--- src/rtl/mul_pkg.sv ---
package mul_pkg;
    localparam int unsigned DW = 8;
    localparam int unsigned PW = 2 * DW;

    typedef enum logic [1:0] {
        SQ_IDLE  = 2'd0,
        SQ_FIX_B = 2'd1,
        SQ_FIX_A = 2'd2
    } seq_state_e;

    typedef struct packed {
        logic          en;
        logic [DW-1:0] val;
    } hi_sub_t;

    typedef struct packed {
        logic [DW-1:0] a;
        logic [DW-1:0] b;
    } operands_t;

    function automatic logic sign_of(input logic [DW-1:0] v);
        return v[DW-1];
    endfunction
endpackage

--- src/rtl/mul_array.sv ---
module mul_array
    import mul_pkg::*;
(
    input  logic [DW-1:0] a,
    input  logic [DW-1:0] b,
    output logic [PW-1:0] p
);
    logic [PW-1:0] partial [DW];

    for (genvar i = 0; i < DW; i++) begin : g_pp
        assign partial[i] = b[i] ? ({{DW{1'b0}}, a} << i) : '0;
    end

    always_comb begin
        p = '0;
        for (int k = 0; k < DW; k++) begin
            p = p + partial[k];
        end
    end
endmodule

--- src/rtl/mul_seq.sv ---
module mul_seq
    import mul_pkg::*;
(
    input  logic          clk,
    input  logic          rst,
    input  logic          start,
    input  logic          signed_mode,
    input  operands_t     ops_in,
    output logic          load,
    output hi_sub_t       sub,
    output logic          busy,
    output logic          done
);
    seq_state_e state_q;
    operands_t  ops_q;
    logic       done_q;

    assign load = start && (state_q == SQ_IDLE);
    assign busy = (state_q != SQ_IDLE);
    assign done = done_q;

    always_ff @(posedge clk) begin
        if (rst) begin
            state_q <= SQ_IDLE;
            ops_q   <= '0;
            done_q  <= 1'b0;
        end else begin
            done_q <= 1'b0;
            unique case (state_q)
                SQ_IDLE: begin
                    if (start) begin
                        ops_q <= ops_in;
                        if (signed_mode) state_q <= SQ_FIX_B;
                        else             done_q  <= 1'b1;
                    end
                end
                SQ_FIX_B: state_q <= SQ_FIX_A;
                SQ_FIX_A: begin
                    state_q <= SQ_IDLE;
                    done_q  <= 1'b1;
                end
                default: state_q <= SQ_IDLE;
            endcase
        end
    end

    always_comb begin
        sub = '0;
        if (state_q == SQ_FIX_B) begin
            sub.en  = sign_of(ops_q.b);
            sub.val = ops_q.a;
        end else if (state_q == SQ_FIX_A) begin
            sub.en  = sign_of(ops_q.a);
            sub.val = ops_q.b;
        end
    end

    assert_unsigned_done_R2: assert property (@(posedge clk) disable iff (rst)
        (load && !signed_mode) |=> (done && !busy));

    assert_signed_no_early_done_R6: assert property (@(posedge clk) disable iff (rst)
        (load && signed_mode) |=> (busy && !done));

    assert_signed_last_step_R6: assert property (@(posedge clk) disable iff (rst)
        (state_q == SQ_FIX_A) |=> (done && !busy));

    assert_ops_held_R8: assert property (@(posedge clk) disable iff (rst)
        busy |=> $stable(ops_q));

    assert_done_when_idle_R7: assert property (@(posedge clk) disable iff (rst)
        done |-> !busy);
endmodule

--- src/rtl/mul_prod_reg.sv ---
module mul_prod_reg
    import mul_pkg::*;
(
    input  logic          clk,
    input  logic          rst,
    input  logic          load,
    input  logic [PW-1:0] prod_in,
    input  hi_sub_t       sub,
    output logic [DW-1:0] hi,
    output logic [DW-1:0] lo
);
    logic [DW-1:0] hi_q, lo_q;

    always_ff @(posedge clk) begin
        if (rst) begin
            hi_q <= '0;
            lo_q <= '0;
        end else if (load) begin
            hi_q <= prod_in[PW-1:DW];
            lo_q <= prod_in[DW-1:0];
        end else if (sub.en) begin
            hi_q <= hi_q - sub.val;
        end
    end

    assign hi = hi_q;
    assign lo = lo_q;

    assert_idle_hold_R10: assert property (@(posedge clk) disable iff (rst)
        (!load && !sub.en) |=> ($stable(hi_q) && $stable(lo_q)));
endmodule

--- src/rtl/smul_unit.sv ---
module smul_unit
    import mul_pkg::*;
(
    input  logic          clk,
    input  logic          rst,
    input  logic          start,
    input  logic          signed_mode,
    input  logic [DW-1:0] op_a,
    input  logic [DW-1:0] op_b,
    output logic [DW-1:0] prod_hi,
    output logic [DW-1:0] prod_lo,
    output logic          done
);
    operands_t     ops_in;
    logic          load;
    logic          busy;
    hi_sub_t       sub;
    logic [PW-1:0] raw_prod;

    assign ops_in.a = op_a;
    assign ops_in.b = op_b;

    mul_array u_array (
        .a (op_a),
        .b (op_b),
        .p (raw_prod)
    );

    mul_seq u_seq (
        .clk         (clk),
        .rst         (rst),
        .start       (start),
        .signed_mode (signed_mode),
        .ops_in      (ops_in),
        .load        (load),
        .sub         (sub),
        .busy        (busy),
        .done        (done)
    );

    mul_prod_reg u_prod (
        .clk     (clk),
        .rst     (rst),
        .load    (load),
        .prod_in (raw_prod),
        .sub     (sub),
        .hi      (prod_hi),
        .lo      (prod_lo)
    );

    assert_lo_untouched_R5: assert property (@(posedge clk) disable iff (rst)
        busy |=> $stable(prod_lo));

    assert_reset_clears_R9: assert property (@(posedge clk)
        rst |=> (prod_hi == '0 && prod_lo == '0 && !done));
endmodule

--- config.mk ---
export PLATFORM = sky130hd
export DESIGN_NAME = smul_unit
export DESIGN_NICKNAME = d
export VERILOG_FILES = /design/src/rtl/mul_pkg.sv /design/src/rtl/mul_array.sv /design/src/rtl/mul_seq.sv /design/src/rtl/mul_prod_reg.sv /design/src/rtl/smul_unit.sv
export SDC_FILE = /design/constraint.sdc
export NUM_CORES = 1
export LEC_CHECK = 0
export BUFFER_PORTS_ARGS = -buffer_cell sky130_fd_sc_hd__buf_2
export CAP_MARGIN = 0
export CELL_PAD_IN_SITES_DETAIL_PLACEMENT = 1
export CELL_PAD_IN_SITES_GLOBAL_PLACEMENT = 1
export CORE_ASPECT_RATIO = 0.8
export CORE_MARGIN = 2
export CORE_UTILIZATION = 42
export DETAILED_ROUTE_END_ITERATION = 10
export PLACE_DENSITY = 0.89
export SKIP_CTS_REPAIR_TIMING = 1
export SKIP_LAST_GASP = 1
export SYNTH_ARGS = -nofsm -noshare
export SYNTH_HDL_FRONTEND = slang
export SYNTH_HIERARCHICAL = 1
export SYNTH_SLANG_ARGS = --single-unit
--- constraint.sdc ---
create_clock -name clk -period 6 [get_ports clk]
set_input_delay 0.9 -clock clk [delete_from_list [all_inputs] [get_ports clk]]
set_output_delay 0.9 -clock clk [all_outputs]
set_load 0.05 [all_outputs]
# ---- Word level (Yosys, flattened, before mapping)
# Index checks and enable logic that the tools add are counted.
dict set report totals {
  out_inout_bits 17
  regBits 35
  inputBits 20
}
dict set report classes {
  reduce_logical 5
  mux 18
  n_addsub 8
  eq_ne 4
}
# operator n
set ops {}
lappend ops {{$add A16 B16 Y16} 3}
lappend ops {{$mux W9} 3}
lappend ops {{$mux W8} 3}
lappend ops {{$add A16 B12 Y16} 1}
lappend ops {{$add A16 B13 Y16} 1}
lappend ops {{$add A16 B14 Y16} 1}
lappend ops {{$add A16 B15 Y16} 1}
lappend ops {{$mux W15} 1}
lappend ops {{$mux W14} 1}
lappend ops {{$mux W13} 1}
lappend ops {{$mux W12} 1}
lappend ops {{$mux W11} 1}
lappend ops {{$mux W10} 1}
lappend ops {{$sub A8 B8 Y8} 1}
lappend ops {{$mux W2} 2}
lappend ops {{$ne A2 B2 Y1 const B} 2}
lappend ops {{$pmux W2 S2} 1}
lappend ops {{$reduce_and A2 Y1} 2}
lappend ops {{$eq A2 B1 Y1 const B} 1}
lappend ops {{$eq A2 B2 Y1 const B} 1}
lappend ops {{$logic_not A2 Y1} 1}
lappend ops {{$mux W1} 2}
lappend ops {{$pmux W1 S2} 1}
lappend ops {{$reduce_bool A2 Y1} 1}
lappend ops {{$logic_and A1 B1 Y1} 1}

# ---- Depth between registers and ports, before layout
dict set report logic_depth {
  word_depth 9
  ltp_mapped 22
  ltp_nobuf 22
}

# ---- Modules after synthesis
# The synthesis kept the hierarchy.
# module cells_each n_inst area_each_um2
set modules_own_cells {}
lappend modules_own_cells {mul_array 223 1 1965.6}
lappend modules_own_cells {mul_prod_reg 115 1 975.9}
lappend modules_own_cells {mul_seq 92 1 937.1}

# ---- Worst setup path before layout
# No wires, ideal clock.
dict set report synth_path {
  path_type {input to register}
  from {input port op_b[0]}
  to {register u_prod.hi_q[7], in the netlist u_prod/hi[7]}
  stages 20
  arrival_time_ns 5.502
  setup_slack_ns 0.367
  t_required_ns 5.868
  path_cell_list {and2_1 > ha_1 > a211oi_1 > nor2_1 > o21ai_1 > nor2b_1 > xor2_1 > fa_1 > fa_1 > fa_1 > fa_1 > inv_1 > ha_1 > a21o_2 > a2111oi_4 > o21ai_1 > a21oi_1 > xnor2_1 > a21oi_1 > o32ai_2}
}
dict set report synth_between {
  elab_chain_cells 9
}
# item line
set synth_rtl {}
lappend synth_rtl {{from (decl)} smul_unit.sv:9} ;# input logic [DW-1:0] op_b,
lappend synth_rtl {{$mux W8} mul_array.sv:11} ;# assign partial[i] = b[i] ? ({{DW{1'b0}}, a} << i) : '0;
lappend synth_rtl {{$add A16 B16 Y16 (3 in series)} mul_array.sv:17} ;# p = p + partial[k];
lappend synth_rtl {{$add A16 B12 Y16} mul_array.sv:17}
lappend synth_rtl {{$add A16 B13 Y16} mul_array.sv:17}
lappend synth_rtl {{$add A16 B14 Y16} mul_array.sv:17}
lappend synth_rtl {{$add A16 B15 Y16} mul_array.sv:17}
lappend synth_rtl {{net raw_prod[15]} smul_unit.sv:18} ;# logic [PW-1:0] raw_prod;
lappend synth_rtl {{$mux W8} mul_prod_reg.sv:18} ;# end else if (load) begin
lappend synth_rtl {{to (signal assigned)} mul_prod_reg.sv:19} ;# hi_q <= prod_in[PW-1:DW];
lappend synth_rtl {{to (signal assigned)} mul_prod_reg.sv:22} ;# hi_q <= hi_q - sub.val;
lappend synth_rtl {{to (decl)} mul_prod_reg.sv:12} ;# logic [DW-1:0] hi_q, lo_q;
# The timed path passes the listed nets, and every way through them passes these cells.
# A chain may end at the register's enable or synchronous reset.

# ---- Worst setup path after layout
dict set report layout_path {
  from {input port op_b[0]}
  to {register u_prod.hi_q[5], in the netlist u_prod/hi[5]}
}
# The elaborated chain is that of the path after synthesis.

==> out/qor.txt <==
Clock slew at reported path FFs = 0.06 ns
Cell Area, Synth = 3870 um2
DRT iter0 DRCs = 82
# placed instances = 581
Setup crit end kind = register
Die width = 111 um
Synth warn = 6
Initial antenna violation count = 0
Fill cells = 1,049
Synthesized Nets = 525
Syn_area_per_cell = 9.03 um2
Share of layout cells above drive strength 1 = 16.6%
CP Launch Type = input port
Setup Skew = 0.00586 ns
Leakage Power = 2.16 nW
First drt pass iteration count = 4
CP Class = in2reg
Min Tclk post-route = 5.85 ns
Commonest non-fill, non-tap cell in the layout = inv_1
Critical path peak fanout = 9
Max Slew Vio Count = 0
Max frequency = 171 MHz
NumNets Final = 570
Pin count of the biggest net entering global routing = 53
Met3 Usage GRT = 2.97%
Status = finished, final reports clean
Wire per inst = 17.7 um
Initial Util = 43.0%
Max Cap Viol = 0
Global-route usage over all layers = 20.8%
Register area = 701 um2
Die footprint = 10,000 um2
Arr. time, crit path = 5.98 ns
Port Buffer Count = 36
Slew @ Worst Pin = 0.872 ns
Met2 Track Usage GR = 38.2%
Number of global-route vias before repair = 3,612
R2r endpoint = u_prod/hi[4]$_SDFFE_PP0P_
CTS tree = yes
Slew headroom = 41.7%
Most frequent cells in the layout = 51 x inv_1, 41 x ha_1, 36 x buf_2, 35 x dfxtp_1
CTS H-tree depth = 2
Met1 Resource Use GR = 25.7%
HPWL Detailed = 7.97 mm
Die height = 89.9 um
Final Hold Fails = 0
Flop-to-flop setup slack = 3.02 ns
Gr ovfl total = 0
End point of the critical path = u_prod/hi[5]$_SDFFE_PP0P_
CORE AREA = 9000 um2
Cts bufs inserted = 5
Reg2reg start = u_seq/state_q[0]$_SDFFE_PP0P_
Worst Hold Class = reg2reg
Post-DR vias/cell = 5.39
Total design power = 0.00146 W
Crit path from = op_b[0]
Rows = 31
Multi-input logic area = 2960 um2
Area Growth Syn to Fin = 14.5%
Clock root cell = clkbuf_16
Most Used Layer, Global Route = met2
ANT nets after route = 0
Clock tree buffer depth = 2
Setup violators final = 0
Top Ports = 37
Period utilization = 97.4%
Peak VDD IR = 154 uV
Cells after synthesis = 429
Via count = 3,180
Final WL = 10.5 mm
Register-to-Register Path Depth = 10
Filler-free cell count of the finished design = 590
Sink Count = 35
Worst Path Required = 6.13 ns
First-pass GRT wire length = 17.0 mm
Antenna cells = 0
Clk_lat worst skew = 0.28 ns
Util after Layout = 49.3%
DRC viols = 0
RePlAce Congestion = 0.778
P per Cell Area = 330 nW/um2
==> layout make-up <==
class,instances,share of cell area [%]
multi-input combinational,330,66.8
sequential,35,15.8
tap,115,3.25
clock inverter,3,0.452
timing repair buffer,51,6.60
inverter,51,4.32
clock buffer,5,2.82
==> sequential cells by signal (all words and copies together) (netlist names) <==
signal         count
u_prod/lo          8
u_seq/state_q      2
u_seq/ops_q       16
u_seq/done         1
u_prod/hi          8
==> per-layer routing <==
layer,vias to the layer above,part of all wire (%),wire [um]
li1,1493,-,-
met1,1611,43,4450
met2,60,52,5470
met3,16,3.5,366
met4,0,1.6,163
met5,-,0,0
==> through the flow <==
stage	hold slack (ns)	TNS (ns)	instance area (um2)	setup slack, ns
6_report	0.480	0	4430	0.154
3_5_place_dp	0.468	-0.575	4230	-0.191
4_1_cts	0.481	0	4370	0.0375
2_1_floorplan	0.448	0	3870	0.367
5_1_grt	0.490	-0.157	4430	-0.0692
3_3_place_gp	0.461	0	4230	0.0260
==> where the power goes <==
| group | internal (W) | switching (W) | leakage, nW |
|---|---|---|---|
| registers | 0.000268 | 0.0000258 | 0.288 |
| clock network | 0.000153 | 0.000105 | 0.0658 |
| logic | 0.000373 | 0.000538 | 1.80 |
| total | 0.000794 | 0.000669 | 2.16 |
==> worst min path at each step <==
stage	from	endpoint	depth (start not counted)
3_5_place_dp	u_seq/ops_q[5]$_SDFFE_PP0P_	u_seq/ops_q[5]$_SDFFE_PP0P_	2
4_1_cts	u_seq/ops_q[14]$_SDFFE_PP0P_	u_seq/ops_q[14]$_SDFFE_PP0P_	2
2_1_floorplan	u_seq/ops_q[8]$_SDFFE_PP0P_	u_seq/ops_q[8]$_SDFFE_PP0P_	2
6_report	u_seq/ops_q[14]$_SDFFE_PP0P_	u_seq/ops_q[14]$_SDFFE_PP0P_	2
3_3_place_gp	u_seq/ops_q[8]$_SDFFE_PP0P_	u_seq/ops_q[8]$_SDFFE_PP0P_	2
5_1_grt	u_seq/ops_q[14]$_SDFFE_PP0P_	u_seq/ops_q[14]$_SDFFE_PP0P_	2
==> critical path: stages <==
cell       delay [ns]
buf_2            0.16
and2_1           0.19
ha_1             0.31
a211oi_2         0.18
nor2_1           0.10
o21ai_2          0.16
nor2b_4          0.18
xor2_2           0.16
fa_1             0.45
fa_2             0.53
inv_1            0.05
fa_1             0.41
inv_1            0.08
fa_1             0.44
inv_1            0.08
ha_1             0.22
a21o_2           0.22
a2111oi_4        0.45
o21bai_1         0.18
a21oi_2          0.20
xnor2_1          0.10
a21oi_1          0.15
a21oi_1          0.07
(Power assumes the default switching activity.)
